### config.mk
export PLATFORM = sky130hd
export DESIGN_NAME = dbg_brk_router
export DESIGN_NICKNAME = d
export VERILOG_FILES = /design/src/rtl/dbg_brk_pkg.sv /design/src/rtl/dbg_brk_ctl.sv /design/src/rtl/dbg_brk_merge.sv /design/src/rtl/dbg_brk_outreg.sv /design/src/rtl/dbg_brk_router.sv
export SDC_FILE = /design/constraint.sdc
export NUM_CORES = 1
export LEC_CHECK = 0
export ABC_AREA = 1
export BUFFER_PORTS_ARGS = -buffer_cell sky130_fd_sc_hd__clkbuf_2
export CAP_MARGIN = 5
export CORE_AREA = 10 10 47 49
export CTS_BUF_LIST = sky130_fd_sc_hd__clkbuf_8
export DETAILED_ROUTE_END_ITERATION = 12
export DIE_AREA = 0 0 57 59
export HOLD_SLACK_MARGIN = 0.06
export PLACE_DENSITY_LB_ADDON = 0.1
export SYNTH_ARGS = -nofsm -noshare
export SYNTH_HDL_FRONTEND = slang
export SYNTH_SLANG_ARGS = --single-unit
### constraint.sdc
create_clock -name clk -period 1.85 [get_ports clk]
set_input_delay 0.185 -clock clk [delete_from_list [all_inputs] [get_ports clk]]
set_output_delay 0.185 -clock clk [all_outputs]
set_load 0.01 [all_outputs]
### src/rtl/dbg_brk_pkg.sv
package dbg_brk_pkg;
  localparam int TGT_W = 2;

  typedef struct packed {
    logic [TGT_W-1:0] tgt;
    logic             arm;
    logic             bdm;
    logic             swbp_en;
  } brk_ctl_t;

  typedef struct packed {
    logic cpu;
    logic bdm;
    logic cop;
    logic seq_rst;
    logic trc_end;
  } brk_req_t;
endpackage

### src/rtl/dbg_brk_ctl.sv
module dbg_brk_ctl
  import dbg_brk_pkg::*;
(
  input  logic     clk,
  input  logic     rst_n,
  input  logic     wr_en,
  input  brk_ctl_t wr_val,
  input  logic     issued,
  output brk_ctl_t ctl_q
);
  brk_ctl_t ctl_d;
  logic     ctl_ce;

  always_comb begin
    ctl_d  = ctl_q;
    ctl_ce = 1'b0;
    if (wr_en) begin
      ctl_d  = wr_val;
      ctl_ce = 1'b1;
    end else if (issued && ctl_q.arm) begin
      ctl_d.arm = 1'b0;
      ctl_ce    = 1'b1;
    end
  end

  always_ff @(posedge clk or negedge rst_n) begin
    if (!rst_n)      ctl_q <= '0;
    else if (ctl_ce) ctl_q <= ctl_d;
  end
endmodule

### src/rtl/dbg_brk_merge.sv
module dbg_brk_merge
  import dbg_brk_pkg::*;
#(
  parameter int TAG_LANES = 2
)(
  input  brk_ctl_t             ctl,
  input  logic                 cop_swbrk,
  input  logic                 seq_final,
  input  logic                 trig_wr,
  input  logic [TAG_LANES-1:0] tag_hit,
  output brk_req_t             req_d,
  output logic                 issued
);
  logic [TAG_LANES-1:0] lane_or;
  logic armed_hit, sw_hit;

  genvar g;
  generate
    for (g = 0; g < TAG_LANES; g++) begin : g_lane
      if (g == 0) begin : g_first
        assign lane_or[g] = tag_hit[g];
      end else begin : g_rest
        assign lane_or[g] = lane_or[g-1] | tag_hit[g];
      end
    end
  endgenerate

  always_comb begin
    armed_hit     = ctl.arm & (seq_final | trig_wr | lane_or[TAG_LANES-1]);
    sw_hit        = ctl.swbp_en & cop_swbrk;
    req_d.cpu     = sw_hit | (armed_hit & ctl.tgt[1]);
    req_d.cop     = armed_hit & ctl.tgt[0];
    req_d.bdm     = req_d.cpu & ctl.bdm;
    req_d.seq_rst = sw_hit;
    req_d.trc_end = sw_hit;
    issued        = req_d.cpu | req_d.cop;
  end
endmodule

### src/rtl/dbg_brk_outreg.sv
module dbg_brk_outreg
  import dbg_brk_pkg::*;
(
  input  logic     clk,
  input  logic     rst_n,
  input  brk_req_t req_d,
  output brk_req_t req_q
);
  always_ff @(posedge clk or negedge rst_n) begin
    if (!rst_n) req_q <= '0;
    else        req_q <= req_d;
  end
endmodule

### src/rtl/dbg_brk_router.sv
module dbg_brk_router
  import dbg_brk_pkg::*;
#(
  parameter int TAG_LANES = 2
)(
  input  logic                 clk,
  input  logic                 rst_n,
  input  logic                 ctl_wr,
  input  logic [1:0]           ctl_tgt,
  input  logic                 ctl_arm,
  input  logic                 ctl_bdm,
  input  logic                 ctl_swbp_en,
  input  logic                 cop_swbrk,
  input  logic                 seq_final,
  input  logic                 trig_wr,
  input  logic [TAG_LANES-1:0] tag_hit,
  output logic                 cpu_brk_req,
  output logic                 cpu_brk_bdm,
  output logic                 cop_brk_req,
  output logic                 seq_reset,
  output logic                 trace_end
);
  brk_ctl_t wr_val, ctl_q;
  brk_req_t req_d, req_q;
  logic     issued;

  always_comb begin
    wr_val.tgt     = ctl_tgt;
    wr_val.arm     = ctl_arm;
    wr_val.bdm     = ctl_bdm;
    wr_val.swbp_en = ctl_swbp_en;
  end

  dbg_brk_ctl u_ctl (
    .clk(clk), .rst_n(rst_n), .wr_en(ctl_wr), .wr_val(wr_val),
    .issued(issued), .ctl_q(ctl_q)
  );

  dbg_brk_merge #(.TAG_LANES(TAG_LANES)) u_merge (
    .ctl(ctl_q), .cop_swbrk(cop_swbrk), .seq_final(seq_final),
    .trig_wr(trig_wr), .tag_hit(tag_hit), .req_d(req_d), .issued(issued)
  );

  dbg_brk_outreg u_out (
    .clk(clk), .rst_n(rst_n), .req_d(req_d), .req_q(req_q)
  );

  assign cpu_brk_req = req_q.cpu;
  assign cpu_brk_bdm = req_q.bdm;
  assign cop_brk_req = req_q.cop;
  assign seq_reset   = req_q.seq_rst;
  assign trace_end   = req_q.trc_end;
endmodule

==> impl_metrics.json, run 1 <==
{
  "synth_cell_types": 13,
  "clkPwrFrac_pct": 43.4,
  "async_flop_share_pct": 100,
  "fin_setup_tns_ps": 0,
  "synth.avg_cell_area_sq_um": 11.7,
  "core_area_sq_um": 1400,
  "slew-limit-headroom_pct": 85.0,
  "maxCapViolCount": 0,
  "setup_viol": 0,
  "insertion_delay_ps": 230,
  "comb_power_share_pct": 12.5,
  "grtUsageMet2_pct": 7.29,
  "crit_slowest_cell": "dfrtp_1",
  "synth_xor_area_share_pct": 0,
  "critPathMaxFanout": 2,
  "ir_drop_mv": 0.444,
  "critPathTopFamily": "flip-flops",
  "worst_r2r_path_depth": 1,
  "gp_congestion": 0.670,
  "leakagePower_nw": 0.293,
  "diodes": 0,
  "period_needed_ps": 906,
  "grt_first_pass_wirelength_um": 1350,
  "ys_ff_latch": 9,
  "drtPass1Iterations": 1,
  "multi_input_area_sq_um": 115,
  "root_buffer": "clkbuf_8",
  "synth_largest_area_cell": "dfrtp_1",
  "critical_path_class": "reg -> out",
  "hold_viol_final": 0,
  "grt.total_usage_pct": 5.18,
  "swShare_pct": 22.8,
  "fp.dieH_um": 59,
  "min_path_cells": 3,
  "routed_wl_um": 817,
  "hpwl_um": 672,
  "min_path_type": "in -> reg",
  "p_int_uw": 394,
  "die_area_sq_um": 3360,
  "startpoint_type": "register",
  "drtIter0Drc": 0,
  "drt.antenna.violating_nets": 0,
  "synthTopCellsByCount": "dfrtp_1, nand2_1, inv_1, mux2_4, nor2_1",
  "cts_resized": 0,
  "tritoncts": "built",
  "synth_compound_area_share_pct": 5.02,
  "p_per_area_nw_per_um2": 988,
  "finalPower_uw": 510,
  "finClkSkew_ps": 0.410,
  "h-tree-depth": 1,
  "fill_cells": 159,
  "grt_pass1_vias": 326,
  "r2r-start": "u_ctl.ctl_q[4]",
  "synth_fa_ha_area_share_pct": 0,
  "synth_top_area_share_pct": 60.2,
  "path_cells": "clkbuf_2",
  "end_kind": "primary output",
  "numCtsBuffers": 3,
  "die_w_um": 57,
  "initial_core_util_pct": 26.7,
  "syn_inst": 32,
  "cts.clk_slew.worst_paths_ps": 40,
  "synthMuxAreaShare_pct": 12.0,
  "ys.flop_type": "dfrtp_1",
  "synth.area.top_cells": "dfrtp_1, mux2_4, nand2_1",
  "wl_per_cell_um": 12.0,
  "p_sw_uw": 116,
  "grt_most_used_layer": "met2",
  "finalMaxSlewViolations": 0,
  "synth_edf_count": 0,
  "max_freq_mhz": 1100,
  "yosys.area_share.simple_pct": 13.7,
  "cp-startpoint": "u_out.req_q[0]",
  "ios": 18,
  "num_rows": 14,
  "globalRouteMet1Util_pct": 4.85,
  "critical_path.endpoint": "seq_reset",
  "power_frac_seq_pct": 44.1,
  "synth.cell_area_sq_um": 374,
  "rr_endpoint": "u_ctl.ctl_q[4]",
  "layout.nets": 66,
  "synthToLayoutAreaGrowth_pct": 37.8,
  "rsz0062_at_grt": "no",
  "drive_above_1_share_pct": 50.0,
  "vias": 271,
  "fin_util_pct": 36.8,
  "worstPathArrival_ps": 720,
  "drc": 0,
  "seqCellArea_sq_um": 225,
  "tightest_slew_ps": 224,
  "met3_usage_pct": 4.29,
  "syn-num-nets": 45,
  "worst_path_largest_cell_delay_ps": 360,
  "grt_overflow": 0,
  "required_ps": 1660,
  "synth-seq-area-share_pct": 60.2,
  "synth_warnings": 0,
  "antenna_found_initial": 0,
  "finalCritPeriodShare_pct": 49.0,
  "synth_top_family_by_area": "simple AND/OR/NAND/NOR gates",
  "crit_cells": 1,
  "grt_max_degree": 10,
  "portBuffers": 17,
  "status": "finished, final reports clean",
  "clockBufferDepth": 2,
  "avgViaCountPerCell": 3.99,
  "cts_sinks": 9,
  "post-synth-top-count-cell": "dfrtp_1",
  "critPathBufInv": 1,
  "reg2reg_setup_slack_ps": 1070
}
area by class of cell:
type	instances	area share, %
multi-input cells	17	22.3
clock buffers	3	8.01
inverters	4	2.91
repair buffers	18	18.4
well taps	16	3.88
clock inverters	1	0.728
flip-flops and latches	9	43.7
cells by family after synthesis:
kind of cell,Yosys count
simple gates,11
compound gates,3
buf+inv,6
mux,3
flops,9
power by group through the flow:
stage / registers, mW / clock network, mW / logic, mW
6_report: 0.225 / 0.221 / 0.0639
5_1_grt: 0.226 / 0.238 / 0.0726
4_1_cts: 0.225 / 0.231 / 0.0661
3_5_place_dp: 0.228 / 0 / 0.0644
3_3_place_gp: 0.227 / 0 / 0.0639
2_1_floorplan: 0.230 / 0 / 0.0345
cell usage in the layout, fill, tap and decap left out:
cell type / instances
dfrtp_1: 9
clkbuf_2: 17
nand3_1: 1
mux2_4: 3
a21oi_1: 1
dlygate4sd3_1: 1
nand2_2: 1
inv_1: 5
clkbuf_8: 3
nand3_2: 1
nor2_1: 3
nand2_1: 5
o21ai_2: 1
o21ai_0: 1
layer usage:
layer  up-vias  wire (um)
met1       120        353
met2        14        346
li1        137          -
met3         0        118
met4         0          0
met5         -          0
what timing repair did:
| action | CTS | global route |
|---|---|---|
| setup endpoints to repair | 0 | 0 |
| buffers inserted | 0 | 0 |
| hold buffers | 1 | 0 |
| endpoints found under the hold margin | 9 | 0 |
registers in the layout, summed over array words and instances (netlist names):
| signal | cells |
|---|---|
| u_out.req_q | 4 |
| u_ctl.ctl_q | 5 |
metrics by stage:
step	instance area, sq um	cells	setup slack (ps)	hold WS [ps]
after global placement	460	63	1050	48.0
after floorplan	374	32	1110	-111
final	515	68	944	163
after detailed placement	460	63	1030	54.1
after global routing	515	68	921	179
after CTS	515	68	932	161
worst min path at each step:
stage | from | end | slack [ps]
floorplan | rst_n | u_ctl.ctl_q[0] | -110
global placement | rst_n | u_out.req_q[3] | 50
detailed placement | rst_n | u_out.req_q[3] | 50
CTS | ctl_arm | u_ctl.ctl_q[2] | 160
global route | ctl_bdm | u_ctl.ctl_q[1] | 180
finish | ctl_arm | u_ctl.ctl_q[2] | 160
No activity file was read; power rests on OpenSTA's default activity.
==> run 2, diff against run 1 <==
==> constraint.sdc (replaced) <==
create_clock -name clk -period 0.8 [get_ports clk]
set_input_delay 0.08 -clock clk [delete_from_list [all_inputs] [get_ports clk]]
set_output_delay 0.08 -clock clk [all_outputs]
set_load 0.01 [all_outputs]
==> impl_metrics.json, run 2 (synthesis gave the netlist of run 1 again) <==
{
  "r2r-start": "u_ctl.ctl_q[0]",
  "critical_path_class": "reg -> out",
  "drt.antenna.violating_nets": 0,
  "layout.nets": 66,
  "avgViaCountPerCell": 4.13,
  "core_area_sq_um": 1400,
  "critPathBufInv": 1,
  "finalCritPeriodShare_pct": 102,
  "grt.total_usage_pct": 5.79,
  "finalMaxSlewViolations": 0,
  "setup_viol": 2,
  "crit_slowest_cell": "dfrtp_1",
  "cp-startpoint": "u_out.req_q[0]",
  "maxCapViolCount": 0,
  "violations": "setup timing",
  "grt_max_degree": 10,
  "die_w_um": 57,
  "tritoncts": "built",
  "worst_path_largest_cell_delay_ps": 370,
  "cts.clk_slew.worst_paths_ps": 50,
  "worst_r2r_path_depth": 1,
  "drtPass1Iterations": 1,
  "root_buffer": "clkbuf_8",
  "grt_overflow": 0,
  "wl_per_cell_um": 13.0,
  "mostFrequentLayoutCells": "clkbuf_2, dfrtp_1, inv_1, nand2_1",
  "ir_drop_mv": 1.08,
  "min_path_type": "in -> reg",
  "clockBufferDepth": 2,
  "ios": 18,
  "finalPower_mw": 1.19,
  "layout_commonest_cell": "clkbuf_2",
  "slew-limit-headroom_pct": 84.7,
  "portBuffers": 17,
  "drtIter0Drc": 0,
  "fill_cells": 151,
  "hpwl_um": 747,
  "antenna_found_initial": 0,
  "grt_pass1_vias": 320,
  "required_ps": 720,
  "path_cells": "clkbuf_2",
  "hold_viol_final": 0,
  "num_rows": 14,
  "leakagePower_nw": 0.293,
  "drc": 0,
  "initial_core_util_pct": 26.7,
  "critical_path.endpoint": "seq_reset",
  "rsz0062_at_grt": "yes",
  "cts_sinks": 9,
  "rr_endpoint": "u_ctl.ctl_q[0]",
  "timing.hold.ws_ps": 61.3,
  "status": "complete, but fails checks",
  "finClkSkew_ps": 4.70,
  "numCtsBuffers": 3,
  "startpoint_type": "register",
  "crit_cells": 1,
  "end_kind": "primary output",
  "h-tree-depth": 1,
  "post_cts_buffers": 0,
  "critPathTopFamily": "flip-flops",
  "max_freq_mhz": 1230,
  "reg2reg_setup_slack_ps": 20,
  "fin_util_pct": 37.0,
  "die_area_sq_um": 3360,
  "drive_above_1_share_pct": 51.9,
  "hp-start": "ctl_bdm",
  "critPathMaxFanout": 2,
  "gp_congestion": 0.726,
  "grt_first_pass_wirelength_um": 1480,
  "routed_wl_um": 882,
  "fp.dieH_um": 59,
  "vias": 281,
  "p_per_area_nw_per_um2": 2290,
  "reg_top3": "u_ctl.ctl_q (5), u_out.req_q (4)",
  "period_needed_ps": 816,
  "setup_ws_ps": -15.6,
  "largest_reg_flops": 5,
  "diodes": 0,
  "worstPathArrival_ps": 740,
  "insertion_delay_ps": 230,
  "top_register": "u_ctl.ctl_q",
  "tightest_slew_ps": 230,
  "synthToLayoutAreaGrowth_pct": 38.5
}
## run 2: changes by cell type in the layout (fill, tap and decap cells not counted)
cell / change
nand2_2: +1
nand2_1: -1
## run 2: how the worst min path moves through the flow
stage	cells after the start	to
2_1_floorplan	0	u_ctl.ctl_q[0]
3_3_place_gp	1	u_ctl.ctl_q[0]
3_5_place_dp	1	u_out.req_q[0]
4_1_cts	3	u_ctl.ctl_q[2]
5_1_grt	3	u_ctl.ctl_q[2]
6_report	3	u_ctl.ctl_q[1]
## run 2: area by class of cell
type	count	area (sq um)	area share, %
flip-flops and latches	9	225	43.5
well taps	16	20.0	3.86
clock buffers	3	41.3	7.97
clock inverters	1	3.75	0.725
inverters	4	15.0	2.90
multi-input cells	17	118	22.7
repair buffers	18	95.1	18.4
## run 2: repair_timing
action                     in CTS  in global routing
hold buffers                    1                  0
pin swaps                       0                  3
setup endpoints to repair       3                  5
hold endpoints to repair        9                  0
resized for setup               1                  0
## run 2: layer usage
layer,wire (um),global-route usage (%),part of all wire (%),vias up
li1,-,-,-,137
met1,367,6.19,42,126
met2,380,7.91,43,16
met3,115,4.08,13,2
met4,18,4.03,2.0,0
met5,0,0,0,-
## run 2: per-stage QoR
step / worst slack (ps) / cell area [sq um] / instances / TNS [ps]
final: -15.6 / 518 / 68 / -30.7
after CTS: -26.2 / 518 / 68 / -51.6
after detailed placement: 3.79 / 460 / 63 / 0
after global placement: 43.7 / 460 / 63 / 0
after global routing: -50.6 / 518 / 68 / -122
after floorplan: 56.7 / 374 / 32 / 0
## run 2: report_power, final
group          switching (mW)  internal (mW)  total, mW  leakage (nW)
clock                   0.179          0.334      0.514        0.0269
sequential             0.0227          0.499      0.522         0.112
combinational          0.0727         0.0777      0.150         0.155
total                   0.275          0.911       1.19         0.293
